--- src/rtl/mdg_pkg.sv ---
package mdg_pkg;

    typedef enum logic [2:0] {
        ST_LISTEN   = 3'd0,
        ST_LEAD     = 3'd1,
        ST_ACK      = 3'd2,
        ST_EXCHANGE = 3'd3,
        ST_DRAIN    = 3'd4
    } gate_state_t;

    localparam logic [7:0] DEFAULT_ACK = 8'h06;
    localparam logic [7:0] DEFAULT_END = 8'h04;

endpackage

--- src/rtl/mdg_name_matcher.sv ---
// Sequential name search with restart-and-recheck on mismatch.
module mdg_name_matcher #(
    parameter int NAME_MAX = 8,
    parameter int LEN_W    = $clog2(NAME_MAX + 1)
) (
    input  logic                  clk,
    input  logic                  rst_n,
    input  logic                  restart,
    input  logic                  rx_valid,
    input  logic [7:0]            rx_byte,
    input  logic [NAME_MAX*8-1:0] name_chars,
    input  logic [LEN_W-1:0]      name_len,
    output logic                  hit
);
    localparam int IDX_W = (NAME_MAX > 1) ? $clog2(NAME_MAX) : 1;

    logic [IDX_W-1:0] idx_q;
    logic [IDX_W-1:0] idx_d;
    logic [IDX_W-1:0] last_idx;
    logic [7:0]       expect_ch;
    logic [7:0]       first_ch;

    always_comb begin
        if (name_len == '0) begin
            last_idx = '0;
        end else if (int'(name_len) > NAME_MAX) begin
            last_idx = IDX_W'(NAME_MAX - 1);
        end else begin
            last_idx = IDX_W'(int'(name_len) - 1);
        end
    end

    assign expect_ch = name_chars[int'(idx_q)*8 +: 8];
    assign first_ch  = name_chars[7:0];

    always_comb begin
        hit   = 1'b0;
        idx_d = idx_q;
        if (restart) begin
            idx_d = '0;
        end else if (rx_valid) begin
            if (rx_byte == expect_ch) begin
                if (idx_q == last_idx) begin
                    hit   = 1'b1;
                    idx_d = '0;
                end else begin
                    idx_d = idx_q + 1'b1;
                end
            end else if ((rx_byte == first_ch) && (last_idx != '0)) begin
                idx_d = IDX_W'(1);
            end else begin
                idx_d = '0;
            end
        end
    end

    always_ff @(posedge clk or negedge rst_n) begin
        if (!rst_n) begin
            idx_q <= '0;
        end else begin
            idx_q <= idx_d;
        end
    end

endmodule

--- src/rtl/mdg_frame_timer.sv ---
// Loadable down counter; idle when it reaches zero.
module mdg_frame_timer #(
    parameter int CNT_W = 8
) (
    input  logic             clk,
    input  logic             rst_n,
    input  logic             load,
    input  logic [CNT_W-1:0] load_val,
    output logic             idle
);
    logic [CNT_W-1:0] cnt_q;

    always_ff @(posedge clk or negedge rst_n) begin
        if (!rst_n) begin
            cnt_q <= '0;
        end else if (load) begin
            cnt_q <= load_val;
        end else if (cnt_q != '0) begin
            cnt_q <= cnt_q - 1'b1;
        end
    end

    assign idle = (cnt_q == '0);

endmodule

--- src/rtl/mdg_slave_gate.sv ---
module mdg_slave_gate
    import mdg_pkg::*;
#(
    parameter int         NAME_MAX     = 8,
    parameter int         CLKS_PER_BIT = 16,
    parameter int         FRAME_BITS   = 10,
    parameter logic [7:0] ACK_CHAR     = DEFAULT_ACK,
    parameter logic [7:0] END_CHAR     = DEFAULT_END,
    localparam int        LEN_W        = $clog2(NAME_MAX + 1)
) (
    input  logic                  clk,
    input  logic                  rst_n,
    input  logic                  rx_valid,
    input  logic [7:0]            rx_data,
    input  logic [NAME_MAX*8-1:0] name_chars,
    input  logic [LEN_W-1:0]      name_len,
    input  logic                  host_tx_valid,
    input  logic [7:0]            host_tx_data,
    input  logic                  host_release,
    output logic                  host_tx_ready,
    output logic                  tx_req,
    output logic [7:0]            tx_data,
    output logic                  drv_en,
    output logic                  tx_err
);
    localparam int FRAME_CLKS = FRAME_BITS * CLKS_PER_BIT;
    localparam int CNT_W      = $clog2(FRAME_CLKS + 1);
    localparam logic [CNT_W-1:0] LEAD_LOAD  = CNT_W'(CLKS_PER_BIT - 1);
    localparam logic [CNT_W-1:0] FRAME_LOAD = CNT_W'(FRAME_CLKS - 1);

    gate_state_t      state_q;
    gate_state_t      state_d;
    logic             name_hit;
    logic             timer_idle;
    logic             timer_load;
    logic [CNT_W-1:0] timer_val;
    logic             in_listen;
    logic             host_accept;
    logic             end_seen;

    assign in_listen   = (state_q == ST_LISTEN);
    assign host_accept = (state_q == ST_EXCHANGE) && timer_idle && host_tx_valid;
    assign end_seen    = rx_valid && (rx_data == END_CHAR);

    mdg_name_matcher #(
        .NAME_MAX (NAME_MAX),
        .LEN_W    (LEN_W)
    ) u_match (
        .clk        (clk),
        .rst_n      (rst_n),
        .restart    (!in_listen),
        .rx_valid   (rx_valid && in_listen),
        .rx_byte    (rx_data),
        .name_chars (name_chars),
        .name_len   (name_len),
        .hit        (name_hit)
    );

    mdg_frame_timer #(
        .CNT_W (CNT_W)
    ) u_timer (
        .clk      (clk),
        .rst_n    (rst_n),
        .load     (timer_load),
        .load_val (timer_val),
        .idle     (timer_idle)
    );

    // State register
    always_ff @(posedge clk or negedge rst_n) begin
        if (!rst_n) begin
            state_q <= ST_LISTEN;
        end else begin
            state_q <= state_d;
        end
    end

    // Next state and timer control
    always_comb begin
        state_d    = state_q;
        timer_load = 1'b0;
        timer_val  = '0;
        unique case (state_q)
            ST_LISTEN: begin
                if (name_hit) begin
                    state_d    = ST_LEAD;
                    timer_load = 1'b1;
                    timer_val  = LEAD_LOAD;
                end
            end
            ST_LEAD: begin
                if (timer_idle) begin
                    state_d = ST_ACK;
                end
            end
            ST_ACK: begin
                state_d    = ST_EXCHANGE;
                timer_load = 1'b1;
                timer_val  = FRAME_LOAD;
            end
            ST_EXCHANGE: begin
                if (host_accept) begin
                    timer_load = 1'b1;
                    timer_val  = FRAME_LOAD;
                end
                if (host_release || end_seen) begin
                    state_d = ST_DRAIN;
                end
            end
            ST_DRAIN: begin
                if (timer_idle) begin
                    state_d = ST_LISTEN;
                end
            end
            default: state_d = ST_LISTEN;
        endcase
    end

    // Outputs
    always_comb begin
        drv_en        = 1'b1;
        tx_req        = 1'b0;
        tx_data       = 8'h00;
        host_tx_ready = 1'b0;
        tx_err        = 1'b0;
        unique case (state_q)
            ST_LISTEN: begin
                drv_en = 1'b0;
                tx_err = host_tx_valid;
            end
            ST_LEAD: begin
            end
            ST_ACK: begin
                tx_req  = 1'b1;
                tx_data = ACK_CHAR;
            end
            ST_EXCHANGE: begin
                host_tx_ready = timer_idle;
                tx_req        = host_accept;
                tx_data       = host_tx_data;
            end
            ST_DRAIN: begin
            end
            default: drv_en = 1'b0;
        endcase
    end

endmodule

--- config.mk ---
export PLATFORM = sky130hd
export DESIGN_NAME = mdg_slave_gate
export DESIGN_NICKNAME = d
export VERILOG_FILES = /design/src/rtl/mdg_pkg.sv /design/src/rtl/mdg_name_matcher.sv /design/src/rtl/mdg_frame_timer.sv /design/src/rtl/mdg_slave_gate.sv
export SDC_FILE = /design/constraint.sdc
export NUM_CORES = 1
export LEC_CHECK = 0
export ABC_AREA = 0
export BUFFER_PORTS_ARGS = -buffer_cell sky130_fd_sc_hd__buf_4
export CAP_MARGIN = 20
export CORE_MARGIN = 1
export CORE_UTILIZATION = 46
export CTS_BUF_LIST = sky130_fd_sc_hd__clkbuf_2
export DETAILED_ROUTE_END_ITERATION = 8
export GPL_TIMING_DRIVEN = 0
export PLACE_DENSITY = 0.92
export SKIP_LAST_GASP = 1
export SLEW_MARGIN = 20
export SYNTH_ARGS = -nofsm -noshare
export SYNTH_HDL_FRONTEND = slang
export SYNTH_SLANG_ARGS = --single-unit
export TNS_END_PERCENT = 10
--- constraint.sdc ---
create_clock -name clk -period 3.5 [get_ports clk]
set_input_delay 0.875 -clock clk [delete_from_list [all_inputs] [get_ports clk]]
set_output_delay 0.875 -clock clk [all_outputs]
set_load 0.005 [all_outputs]
# ---- Word level (Yosys, flattened, before mapping)
# Cells that the tools add are included.
dict set report totals {
  register_bits 14
  in_bits 89
  out_inout_bits 12
}
dict set report op_classes {
  add_sub_neg 3
  n_reduce_logical 14
  eq_ne 13
  order_cmp 1
  muxes 29
  shifts 1
}
# cell count
set ops {}
lappend ops {{variable part select 64 x 7 -> 8 bit} 1}
lappend ops {{2-to-1 mux 3 bit} 10}
lappend ops {{2-to-1 mux 8 bit} 3}
lappend ops {{case mux 8 bit (3 select lines)} 1}
lappend ops {{== test 8 bit} 2}
lappend ops {{case mux 8 bit (2 select lines)} 1}
lappend ops {{case mux 3 bit (5 select lines)} 1}
lappend ops {{2-to-1 mux 1 bit} 10}
lappend ops {{== test 8 x 3 -> 1 bit (second input constant)} 1}
lappend ops {{logical NOT 8 bit} 1}
lappend ops {{nonzero test 8 bit} 1}
lappend ops {{subtractor 8 x 1 -> 8 bit (second input constant)} 1}
lappend ops {{== test 3 x 2 -> 1 bit (second input constant)} 2}
lappend ops {{!= test 2 bit (second input constant)} 3}
lappend ops {{logical AND 1 bit} 5}
lappend ops {{> comparator 4 bit (second input constant)} 1}
lappend ops {{logical NOT 4 bit} 1}
lappend ops {{2-to-1 mux 4 bit} 1}
lappend ops {{!= test 2 x 1 -> 1 bit (second input constant)} 2}
lappend ops {{AND reduction 4 bit} 1}
lappend ops {{OR reduction 4 bit} 1}
lappend ops {{adder 3 x 1 -> 3 bit (second input constant)} 1}
lappend ops {{== test 3 x 1 -> 1 bit (second input constant)} 1}
lappend ops {{== test 3 bit} 1}
lappend ops {{8 further kinds} 8}

# ---- Depth between registers and ports, before layout
# Gate-level depths: netlist (run 1).
dict set report depth {
  ltp_word 11
  mapped_depth 11
}

# ---- Cells and area by module
# Synthesis (run 1) repeated with hierarchy kept, for this count alone.
dict set report hier_totals {
  cells_unflattened 212
  hier_area_um2 1890.6
}
# module area_per_inst_um2 n_inst cells_per_inst
set by_module_without_submodules {}
lappend by_module_without_submodules {mdg_name_matcher 1084.8 1 115}
lappend by_module_without_submodules {mdg_frame_timer 476.7 1 54}
lappend by_module_without_submodules {mdg_slave_gate 329.1 1 43}

# ---- Worst setup path before layout (run 1)
# OpenSTA, ideal clock, no wires.
dict set report synth_timing {
  path_kind {register -> output}
  from {register u_timer.cnt_q[4]}
  to {output tx_req}
  t_required_ns 2.625
  stages_incl_launch_ff 6
  arrival_ns 1.985
  slack_ns 0.640
  cell_sequence {dfrtp_1 > or3_1 > or2_2 > nor4b_4 > nand2_1 > a21oi_1}
}
dict set report synth_between {
  elab_chain_cells 4
}
# element line
set synth_rtl {}
lappend synth_rtl {{start: declaration} mdg_frame_timer.sv:11} ;# logic [CNT_W-1:0] cnt_q;
lappend synth_rtl {{start signal: assignment} mdg_frame_timer.sv:17} ;# cnt_q <= load_val;
lappend synth_rtl {{start signal: assignment} mdg_frame_timer.sv:19} ;# cnt_q <= cnt_q - 1'b1;
lappend synth_rtl {{logical NOT 8 bit} mdg_frame_timer.sv:23} ;# assign idle = (cnt_q == '0);
lappend synth_rtl {{logical AND 1 bit (2 in a row)} mdg_slave_gate.sv:42} ;# assign host_accept = (state_q == ST_EXCHANGE) && timer_idle && host_tx_valid;
lappend synth_rtl {{case mux 1 bit (2 select lines)} mdg_slave_gate.sv:126} ;# unique case (state_q)
lappend synth_rtl {{end: declaration} mdg_slave_gate.sv:21} ;# output logic tx_req,
# No other way between the ends.

# ---- Worst setup path in the final report (run 1)
dict set report layout_timing {
  from {register u_timer.cnt_q[3]}
  to {output tx_req}
}
# Same word-level chain as after synthesis.

==> qor.yml, run 1 <==
cp_num_cells: 6
timing.slew.headroom_pct: 62.9
initial_antenna_violation_count: 0
die_area_sq_um: 4110
critPathSlowestCell: "sky130_fd_sc_hd__dfrtp_1"
metal1_wirelength_um: 2000
worst_path_dominant_cell_family: "simple AND/OR/NAND/NOR gates"
mappedNetlistNets: 285
dp_hpwl_um: 4080
design.core.area_sq_um: 3690
outcome: "finished, final reports clean"
gp_congestion: 0.886
timing.critical_path.from_type: "flip-flop"
timing.critical_path.cells: "or3_1 -> or2_2 -> nor4b_4 -> nand2_1 -> a21oi_2 -> buf_4"
crit_buf_inv: 1
static-leakage-power_nw: 1.18
cts_max_path_buffers: 2
crit-reg2reg-launch: "u_match.idx_q[1]"
vdd_drop_max_mv: 0.116
syn_to_final_growth_pct: 47.4
detailroute.wirelength.met2_um: 2640
synth.top_cell.area_share_pct: 19.7
grt_max_degree: 15
data_arrival_time_of_the_critical_path_ps: 2280
drt_pass1_iterations: 4
worst-path-max-fanout: 8
timing.reg2reg.worst_path_depth: 10
endpoint_type_of_the_worst_setup_path: "output pin"
finalHoldViolations: 0
drt_drc_violations_left: 0
syn_area_per_cell_sq_um: 9.25
clk_latency_ps: 290
chipHeight_um: 64.1
routedWlPerCell_um: 14.5
reg2reg_slack_ps: 710
drt_wl_total_um: 5010
power.density_nw_per_um2: 254
number_of_standard_cells_in_the_layout_taps_in_and_fillers_out: 345
synth_largest_area_cell: "sky130_fd_sc_hd__dfrtp_1"
filler_cell_count: 298
sequential_element_share_of_the_synthesized_area_pct: 19.7
cts_root_buf: "sky130_fd_sc_hd__clkbuf_2"
maxUsedRoutingLayer: "met4"
fp.dieW_um: 64.1
vias: 1895
slew_viol_final: 0
startpoint: "u_timer.cnt_q[3]"
htree_levels: 1
worst-setup-path-type: "flip-flop to output pin"
setup-violations-final: 0
numClockSinks: 14
final_antenna_net_count: 0
synth-async-reset-ratio_pct: 100
numCtsBuffers: 3
layout.cell_area.non_filler_sq_um: 2620
post-route-worst-setup-slack_ps: 350
synth_top_cells_by_area: "sky130_fd_sc_hd__dfrtp_1, sky130_fd_sc_hd__mux4_2, sky130_fd_sc_hd__xor2_1"
critical-path-max-stage-delay_ps: 420
antenna_diode_count: 0
port-buffer-count: 100
netlist_area_sq_um: 1780
globalRouteOverflowTotal: 0
globalRouteTotalUtil_pct: 26.1
detailedPlace.worstSlack_ps: 138
achievable-frequency_mhz: 317
grt_pass1_wl_um: 8380
post_route_cells_drive_above_1_share_pct: 43.4
yosys_warnings: 0
dr.first_iter.drc_count: 75
cts_tree: "done"
crit-reg2reg-capture: "u_timer.cnt_q[4]"
post_dp_cell_area_sq_um: 2590
met3_wirelength_um: 313
nets: 391
maxCapViolCount: 0
clk_transition_reported_paths_ps: 130
routed_via_density: 5.49
initial_core_util_pct: 48.1
ioPinCount: 101
ys_types: 46
synth_ff_type: "sky130_fd_sc_hd__dfrtp_1"
tightestPinTransition_ps: 557
worst_clock_skew_ps: 7.89
worstHoldPathType: "input pin to async pin"
rsz0062_at_grt: "false"
postSynthCellCount: 192
vias_in_the_first_global_route: 1929
critical_path_required_ps: 2620
ys_ff_latch: 14
post-route-period-util_pct: 90.0
place_inst: 340
period_needed_ps: 3150
rows: 22
synth_enable_flop_cells: 0
totalNegativeSetupSlack_ps: 0
-- layout make-up --
type / count / area [sq um] / share of cell area (%)
Inverter: 13 / 48.8 / 1.87
Multi-Input combinational cell: 155 / 1300 / 49.8
Timing Repair Buffer: 101 / 758 / 29.0
Clock inverter: 1 / 3.75 / 0.143
Buffer: 10 / 76.3 / 2.92
Clock buffer: 3 / 15.0 / 0.574
Sequential cell: 14 / 350 / 13.4
Tap cell: 48 / 60.1 / 2.30
-- kinds of logic after synthesis --
| group | count (synthesis) | synth area share, % |
|---|---|---|
| compound gates | 34 | 12.7 |
| xor+xnor | 22 | 10.9 |
| fa+ha+maj | 5 | 3.38 |
| buf+inv | 23 | 7.05 |
| flops | 14 | 19.7 |
| mux | 30 | 24.3 |
| simple gates | 64 | 22.0 |
-- how the worst max path moves through the flow --
stage | end | slack, ps
after global routing | tx_req | 180
after floorplan | tx_req | 640
after CTS | tx_req | 330
after global placement | tx_req | 120
after detailed placement | tx_req | 140
final | tx_req | 350
-- layout by cell type (no fill, tap or decap), types with 3 or more instances in the layout --
master	netlist	final
sky130_fd_sc_hd__inv_1	13	13
sky130_fd_sc_hd__a21oi_1	8	7
sky130_fd_sc_hd__clkbuf_2	0	3
sky130_fd_sc_hd__mux2i_1	15	15
sky130_fd_sc_hd__nor2b_1	4	4
sky130_fd_sc_hd__buf_4	0	101
sky130_fd_sc_hd__nor3_1	4	4
sky130_fd_sc_hd__and2_1	9	9
sky130_fd_sc_hd__xnor2_1	4	4
sky130_fd_sc_hd__a31oi_1	5	5
sky130_fd_sc_hd__clkbuf_1	3	3
sky130_fd_sc_hd__mux4_2	10	10
sky130_fd_sc_hd__nand2b_1	7	7
sky130_fd_sc_hd__buf_6	5	5
sky130_fd_sc_hd__nor4_1	4	4
sky130_fd_sc_hd__or3_1	6	6
sky130_fd_sc_hd__mux2_2	5	5
sky130_fd_sc_hd__nor2_1	9	9
sky130_fd_sc_hd__xor2_1	18	18
sky130_fd_sc_hd__o21ai_0	4	4
sky130_fd_sc_hd__nand2_1	8	8
sky130_fd_sc_hd__o22ai_1	5	5
sky130_fd_sc_hd__dfrtp_1	14	14
sky130_fd_sc_hd__ha_1	4	4
-- flip-flops by register name (all words and copies together) (netlist names) --
register / cells
u_timer.cnt_q: 8
u_match.idx_q: 3
state_q: 3
-- cell usage after synthesis, types with 2 or more instances --
| master | instances |
|---|---|
| sky130_fd_sc_hd__inv_1 | 13 |
| sky130_fd_sc_hd__a221oi_1 | 2 |
| sky130_fd_sc_hd__buf_6 | 5 |
| sky130_fd_sc_hd__xor2_1 | 18 |
| sky130_fd_sc_hd__nand2b_1 | 7 |
| sky130_fd_sc_hd__nor4_1 | 4 |
| sky130_fd_sc_hd__clkbuf_1 | 3 |
| sky130_fd_sc_hd__nor3_1 | 4 |
| sky130_fd_sc_hd__o2111ai_1 | 2 |
| sky130_fd_sc_hd__o31ai_1 | 2 |
| sky130_fd_sc_hd__or3_1 | 6 |
| sky130_fd_sc_hd__and2_1 | 9 |
| sky130_fd_sc_hd__a21oi_1 | 8 |
| sky130_fd_sc_hd__nor2b_1 | 4 |
| sky130_fd_sc_hd__nor2_1 | 9 |
| sky130_fd_sc_hd__dfrtp_1 | 14 |
| sky130_fd_sc_hd__nand3b_1 | 2 |
| sky130_fd_sc_hd__o21ai_0 | 4 |
| sky130_fd_sc_hd__ha_1 | 4 |
| sky130_fd_sc_hd__mux4_2 | 10 |
| sky130_fd_sc_hd__o22ai_1 | 5 |
| sky130_fd_sc_hd__mux2_2 | 5 |
| sky130_fd_sc_hd__nand2_1 | 8 |
| sky130_fd_sc_hd__mux2i_1 | 15 |
| sky130_fd_sc_hd__xnor2_1 | 4 |
| sky130_fd_sc_hd__a31oi_1 | 5 |
-- routing by layer --
layer | global-route usage, % | vias to the layer above
met2 | 48.0 | 80
li1 | - | 922
met4 | 5.83 | 0
met1 | 30.7 | 886
met3 | 5.54 | 7
met5 | 0 | -
-- what timing repair did --
item	4_1_cts	5_1_grt
gates resized for setup	1	0
buffers inserted	1	0
endpoints found under the setup margin	1	0
hold buffers	0	0
-- stage by stage --
stage          power [W]  hold slack [ps]  util, %
6_report        0.000664              399     70.9
3_5_place_dp    0.000586              601     70.1
5_1_grt         0.000722              379     70.9
2_1_floorplan   0.000455              553        -
4_1_cts         0.000669              396     70.9
3_3_place_gp    0.000573              589     70.1
-- worst register-to-register path: stages, from the launching register on --
cell	delay, ps
sky130_fd_sc_hd__dfrtp_1	390
sky130_fd_sc_hd__buf_6	160
sky130_fd_sc_hd__clkbuf_1	410
sky130_fd_sc_hd__mux4_2	390
sky130_fd_sc_hd__mux2i_1	210
sky130_fd_sc_hd__xor2_1	190
sky130_fd_sc_hd__nand2_1	100
sky130_fd_sc_hd__nor4_2	380
sky130_fd_sc_hd__and3_1	250
sky130_fd_sc_hd__buf_6	130
sky130_fd_sc_hd__o31ai_1	70
-- power breakdown --
part / switching [W] / total [W] / internal (W)
Combinational: 0.000132 / 0.000324 / 0.000192
Clock: 0.0000522 / 0.0000770 / 0.0000248
Sequential: 0.0000537 / 0.000264 / 0.000210
Note: power is estimated with default switching activity, not from simulation.
==> run 2: changes to the inputs <==
--- a/config.mk
+++ b/config.mk
@@ -8,6 +8,7 @@
 export ABC_AREA = 0
 export BUFFER_PORTS_ARGS = -buffer_cell sky130_fd_sc_hd__buf_4
 export CAP_MARGIN = 20
+export CORE_ASPECT_RATIO = 0.7
 export CORE_MARGIN = 1
 export CORE_UTILIZATION = 46
 export CTS_BUF_LIST = sky130_fd_sc_hd__clkbuf_2
==> run 2 against run 1 <==
  * Sequential cell count unchanged
  * Register-to-register slack about the same
  * Combinational power increased by 3%
  * Critical endpoint unchanged
  * Largest cell class unchanged
  * Largest power group unchanged
==> qor.yml, run 2 (synthesis results as in run 1) <==
dr.first_iter.drc_count: 93  # was 75
grt_pass1_wl_um: 8070  # was 8380 um
clk_latency_ps: 290  # about the same
post-route-period-util_pct: 92.7  # was 90.0%
vias: 1920  # was 1895
power.density_nw_per_um2: 259  # was 254 nW/um^2
critPathSlowestCell: "sky130_fd_sc_hd__dfrtp_1"  # unchanged
data_arrival_time_of_the_critical_path_ps: 2370  # was 2280 ps
layout_commonest_cell: "sky130_fd_sc_hd__buf_4"  # unchanged
post_dp_cell_area_sq_um: 2590  # about the same
routedWlPerCell_um: 14.5  # about the same
timing.critical_path.from_type: "flip-flop"  # unchanged
number_of_standard_cells_in_the_layout_taps_in_and_fillers_out: 347  # was 345
largest_reg_flops: 8  # unchanged
critical-path-max-stage-delay_ps: 430  # was 420 ps
worst-path-max-fanout: 8  # unchanged
numCtsBuffers: 3  # unchanged
static-leakage-power_nw: 1.18  # unchanged
period_needed_ps: 3240  # was 3150 ps
tightestPinTransition_ps: 573  # was 557 ps
htree_levels: 1  # unchanged
place_inst: 342  # was 340
vias_in_the_first_global_route: 1844  # was 1929
post_route_cells_drive_above_1_share_pct: 43.4  # unchanged
cts_root_buf: "sky130_fd_sc_hd__clkbuf_2"  # unchanged
finalHoldViolations: 0  # unchanged
rsz0062_at_grt: "false"  # unchanged
worst-setup-path-type: "flip-flop to output pin"  # unchanged
largest-register: "u_timer.cnt_q"  # unchanged
drt_pass1_iterations: 4  # unchanged
initial_core_util_pct: 49.3  # was 48.1%
syn_to_final_growth_pct: 47.5  # was 47.4%
timing.critical_path.cells: "or3_1 -> or2_2 -> nor4b_4 -> nand2_1 -> a21oi_2 -> buf_4"  # unchanged
drt_drc_violations_left: 0  # unchanged
achievable-frequency_mhz: 308  # was 317 MHz
totalNegativeSetupSlack_ps: 0  # unchanged
clk_transition_reported_paths_ps: 140  # was 130 ps
timing.slew.headroom_pct: 61.8  # was 62.9%
ioPinCount: 101  # unchanged
worst_path_dominant_cell_family: "simple AND/OR/NAND/NOR gates"  # unchanged
largest_registers: "u_timer.cnt_q: 8 flops, state_q: 3 flops, u_match.idx_q: 3 flops"  # unchanged
dp_hpwl_um: 4150  # was 4080 um
layout.cell_area.non_filler_sq_um: 2620  # about the same
gp_congestion: 0.824  # was 0.886
maxCapViolCount: 0  # unchanged
chipHeight_um: 54.0  # was 64.1 um
design.core.area_sq_um: 3600  # was 3690 sq um
endpoint_type_of_the_worst_setup_path: "output pin"  # unchanged
worst_clock_skew_ps: 1.19  # was 7.89 ps
globalRouteOverflowTotal: 0  # unchanged
most-common-layout-cells: "sky130_fd_sc_hd__buf_4, sky130_fd_sc_hd__xor2_1, sky130_fd_sc_hd__mux2i_1"  # unchanged
globalRouteTotalUtil_pct: 24.9  # was 26.1%
vdd_drop_max_mv: 0.241  # was 0.116 mV
final_antenna_net_count: 0  # unchanged
drt_wl_total_um: 5030  # was 5010 um
slew_viol_final: 0  # unchanged
cts_tree: "done"  # unchanged
setup-violations-final: 0  # unchanged
nets: 391  # unchanged
numClockSinks: 14  # unchanged
routed_via_density: 5.53  # was 5.49
fp.dieW_um: 76.3  # was 64.1 um
grt_max_degree: 15  # unchanged
die_area_sq_um: 4120  # was 4110 sq um
port-buffer-count: 100  # unchanged
crit_buf_inv: 1  # unchanged
critical_path_required_ps: 2620  # about the same
cts_max_path_buffers: 2  # unchanged
initial_antenna_violation_count: 0  # unchanged
worstHoldPathType: "input pin to async pin"  # unchanged
rows: 18  # was 22
outcome: "finished, final reports clean"  # unchanged
antenna_diode_count: 0  # unchanged
==> run 2: cell counts in the layout (fill, tap and decap cells not counted) <==
Identical to the previous run, type by type.
==> run 2: metal layers <==
metal	share of wire, %	global-route usage, %
met1	45	33.1
met4	0.32	1.60
met2	48	44.9
met3	6.1	4.41
met5	0	0
==> run 2: metrics by stage <==
step | total power, W | setup WS (ps) | utilization (%) | hold slack [ps]
floorplan | 0.000455 | 640 | - | 553
global placement | 0.000574 | 135 | 71.8 | 592
detailed placement | 0.000591 | 122 | 71.8 | 610
CTS | 0.000677 | 283 | 72.7 | 403
global route | 0.000726 | 167 | 72.7 | 387
finish | 0.000679 | 257 | 72.7 | 400
==> run 2: what timing repair did <==
item,CTS,global route
setup endpoints to repair,1,0
hold endpoints to repair,0,0
buffers inserted,1,0
resized for setup,1,0
hold buffers,0,0
==> run 2: area by class of cell <==
| class | count | area, sq um |
|---|---|---|
| plain buffers | 10 | 76.3 |
| clock buffers | 3 | 15.0 |
| clock inverters | 1 | 3.75 |
| fillers | 282 | 985 |
| inverters | 13 | 48.8 |
| multi-input cells | 155 | 1300 |
| flip-flops and latches | 14 | 350 |
| well taps | 50 | 62.6 |
| repair buffers | 101 | 758 |
==> run 2: power by group <==
part / total, W / switching [W] / internal [W]
clock network: 0.0000814 / 0.0000565 / 0.0000248
registers: 0.000265 / 0.0000549 / 0.000210
logic: 0.000333 / 0.000141 / 0.000192
total: 0.000679 / 0.000252 / 0.000427
==> run 2: worst register-to-register path, stage by stage, from the launching register on <==
cell	delay, ps
sky130_fd_sc_hd__dfrtp_1	350
sky130_fd_sc_hd__buf_2	190
sky130_fd_sc_hd__buf_1	470
sky130_fd_sc_hd__mux2i_1	340
sky130_fd_sc_hd__xor2_1	180
sky130_fd_sc_hd__o2111ai_1	140
sky130_fd_sc_hd__nor4_2	540
sky130_fd_sc_hd__and3_1	260
sky130_fd_sc_hd__buf_6	120
sky130_fd_sc_hd__nor3_1	60
==> run 2: worst paths after layout <==
| check | start | slack [ps] | depth (start not counted) | endpoint |
|---|---|---|---|---|
| worst min register to register | u_timer.cnt_q[3] | 660 | 2 | u_timer.cnt_q[3] |
| worst max-delay path | u_timer.cnt_q[4] | 260 | 6 | tx_req |
| max in group asynchronous | rst_n | 2940 | 1 | u_timer.cnt_q[1] |
| min in group clk | u_timer.cnt_q[3] | 660 | 2 | u_timer.cnt_q[3] |
| worst min-delay path | rst_n | 400 | 1 | u_timer.cnt_q[7] |
| worst max register to register | u_match.idx_q[2] | 720 | 9 | u_timer.cnt_q[5] |
==> run 3: changes to the inputs <==
--- a/config.mk
+++ b/config.mk
@@ -10,11 +10,11 @@
 export CAP_MARGIN = 20
 export CORE_ASPECT_RATIO = 0.7
 export CORE_MARGIN = 1
-export CORE_UTILIZATION = 46
+export CORE_UTILIZATION = 42
 export CTS_BUF_LIST = sky130_fd_sc_hd__clkbuf_2
 export DETAILED_ROUTE_END_ITERATION = 8
 export GPL_TIMING_DRIVEN = 0
-export PLACE_DENSITY = 0.92
+export PLACE_DENSITY = 0.89
 export SKIP_LAST_GASP = 1
 export SLEW_MARGIN = 20
 export SYNTH_ARGS = -nofsm -noshare
==> constraint.sdc (replaced) <==
create_clock -name clk -period 2.89 [get_ports clk]
set_input_delay 0.7225 -clock clk [delete_from_list [all_inputs] [get_ports clk]]
set_output_delay 0.7225 -clock clk [all_outputs]
set_load 0.005 [all_outputs]
==> run 3 against run 2 <==
  * Register-to-register slack lost 560 ps
  * Setup slack got worse by 250 ps
  * Core utilization down 5.4 points
  * Global-route usage is 0.67 points lower
  * Cell count grew 1.7%
  * Wire length increased by 0.80%
  * Clock-buffer cell count unchanged
  * Non-clock buffer count is 5 higher
  * Critical path type unchanged
  * Critical endpoint unchanged
==> qor.yml, run 3 (synthesis results as in run 1) <==
outcome: "finished, final reports clean"  # unchanged
vias_in_the_first_global_route: 2005  # was 1844
clk_transition_reported_paths_ps: 150  # was 140 ps
rsz0062_at_grt: "true"  # was false
drt_drc_violations_left: 0  # unchanged
achievable-frequency_mhz: 346
maxUsedRoutingLayer: "met4"  # unchanged
detailroute.wirelength.met2_um: 2540  # was 2440 um
largest_reg_flops: 8  # unchanged
finalHoldViolations: 0  # unchanged
timing.reg2reg.worst_path_depth: 9  # unchanged
fp.dieW_um: 79.7  # was 76.3 um
share_comb_of_total_power_pct: 51.3  # was 49.0%
dp_hpwl_um: 4180  # was 4150 um
maxCapViolCount: 0  # unchanged
globalRouteOverflowTotal: 0  # unchanged
globalRouteTotalUtil_pct: 24.2  # was 24.9%
numCtsBuffers: 3  # unchanged
initial_core_util_pct: 44.5  # was 49.3%
number_of_standard_cells_in_the_layout_taps_in_and_fillers_out: 353  # was 347
timing.slew.headroom_pct: 61.4  # was 61.8%
timing.critical_path.from_type: "flip-flop"  # unchanged
tightestPinTransition_ps: 579  # was 573 ps
vias: 1930  # was 1920
worst-path-max-fanout: 3  # was 8
most-common-layout-cells: "sky130_fd_sc_hd__buf_4, sky130_fd_sc_hd__xor2_1, sky130_fd_sc_hd__mux2i_1"  # unchanged
worstHoldPathType: "input pin to async pin"  # unchanged
ioPinCount: 101  # unchanged
design.core.area_sq_um: 3990  # was 3600 sq um
grt_max_degree: 15  # unchanged
routedWlPerCell_um: 14.4  # was 14.5 um
filler_cell_count: 313  # was 282
post-route-period-util_pct: 99.9
netSwitchingPower_w: 0.000312  # was 0.000252 W
largest_registers: "u_timer.cnt_q: 8 flops, state_q: 3 flops, u_match.idx_q: 3 flops"  # unchanged
die_area_sq_um: 4500  # was 4120 sq um
htree_levels: 1  # unchanged
cts_max_path_buffers: 2  # unchanged
power.density_nw_per_um2: 317  # was 259 nW/um^2
detailedPlace.worstSlack_ps: -324  # was 122 ps
setup-violations-final: 0  # unchanged
initial_antenna_violation_count: 0  # unchanged
worst-setup-path-type: "flip-flop to output pin"  # unchanged
critical_path_required_ps: 2170  # was 2620 ps
slew_viol_final: 0  # unchanged
chipHeight_um: 56.4  # was 54.0 um
drt_pass1_iterations: 4  # unchanged
numClockSinks: 14  # unchanged
nets: 396  # was 391
vdd_drop_max_mv: 0.345  # was 0.241 mV
post-route-worst-setup-slack_ps: 2.73  # was 257 ps
syn_to_final_growth_pct: 51.3  # was 47.5%
drt_wl_total_um: 5070  # was 5030 um
layout_commonest_cell: "sky130_fd_sc_hd__buf_4"  # unchanged
static-leakage-power_nw: 1.21  # was 1.18 nW
port-buffer-count: 100  # unchanged
dr.first_iter.drc_count: 77  # was 93
met3_wirelength_um: 366  # was 305 um
gp_congestion: 0.898  # was 0.824
grt_pass1_wl_um: 8580  # was 8070 um
power.internal_w: 0.000539  # was 0.000427 W
place_inst: 344  # was 342
post_cts_hold_buffer_count: 0  # unchanged
data_arrival_time_of_the_critical_path_ps: 2160  # was 2370 ps
clk_latency_ps: 290  # about the same
sequentialPowerShare_pct: 37.4  # was 39.0%
power.share.switching_pct: 36.7  # was 37.1%
period_needed_ps: 2890
antenna_diode_count: 0  # unchanged
routed_via_density: 5.47  # was 5.53
cts_tree: "done"  # unchanged
largest-register: "u_timer.cnt_q"  # unchanged
post_route_cells_drive_above_1_share_pct: 44.9  # was 43.4%
endpoint_type_of_the_worst_setup_path: "output pin"  # unchanged
worst_clock_skew_ps: 10.6  # was 1.19 ps
final_antenna_net_count: 0  # unchanged
cts_root_buf: "sky130_fd_sc_hd__clkbuf_2"  # unchanged
metal1_wirelength_um: 2100  # was 2270 um
clock_power_share_pct: 11.3  # was 12.0%
rows: 19  # was 18
## run 3: path summary, 6_finish.rpt
kind                                   from               end  slack (ps)
setup / recovery           u_timer.cnt_q[4]            tx_req           3
setup reg to reg           u_match.idx_q[2]  u_timer.cnt_q[7]         160
hold reg to reg            u_timer.cnt_q[5]  u_timer.cnt_q[5]         640
hold / removal                        rst_n  u_timer.cnt_q[4]         250
max in group asynchronous             rst_n        state_q[1]        2460
min in group clk           u_timer.cnt_q[5]  u_timer.cnt_q[5]         640
## run 3: routing by layer
metal / vias to the layer above / global-route usage, %
met2: 83 / 41.6
met4: 0 / 4.16
met1: 907 / 31.1
met3: 6 / 5.69
li1: 934 / -
met5: - / 0
## run 3: power by group through the flow
stage / Sequential [W] / Clock, W / Combinational [W]
6_report: 0.000319 / 0.0000963 / 0.000436
5_1_grt: 0.000324 / 0.000106 / 0.000487
4_1_cts: 0.000320 / 0.0000957 / 0.000400
3_5_place_dp: 0.000323 / 0 / 0.000394
3_3_place_gp: 0.000319 / 0 / 0.000376
2_1_floorplan: 0.000306 / 0 / 0.000245
## run 3: worst max-delay path, cell delays in order (launching register included)
cell,delay (ps)
sky130_fd_sc_hd__dfrtp_1,420
sky130_fd_sc_hd__or3_4,390
sky130_fd_sc_hd__or2_4,260
sky130_fd_sc_hd__nor4b_4,330
sky130_fd_sc_hd__nand2_1,150
sky130_fd_sc_hd__a21oi_4,200
sky130_fd_sc_hd__buf_6,110
## run 3: final cells by class
type | count | area, sq um | area share, %
clock buffers | 3 | 15.0 | 0.559
well taps | 52 | 65.1 | 2.42
multi-input cells | 155 | 1330 | 49.4
repair buffers | 106 | 803 | 29.9
inverters | 13 | 48.8 | 1.82
plain buffers | 10 | 76.3 | 2.84
flip-flops and latches | 14 | 350 | 13.0
## run 3: through the flow
stage          setup TNS (ps)  power, W  hold WS, ps  utilization (%)  cell area [sq um]
5_1_grt                 -99.6  0.000917          240             67.3               2690
2_1_floorplan               0  0.000551          427                -               1780
3_5_place_dp            -1340  0.000717          584             64.9               2590
3_3_place_gp             -610  0.000694          582             64.9               2590
6_report                    0  0.000851          247             67.3               2690
4_1_cts                 -13.0  0.000816          256             65.9               2630
## run 3: timing repair
| action | 4_1_cts | 5_1_grt |
|---|---|---|
| gates resized for setup | 2 | 5 |
| pin swaps | 2 | 3 |
| setup buffers | 2 | 4 |
| setup endpoints to repair | 2 | 13 |
| hold endpoints to repair | 0 | 0 |
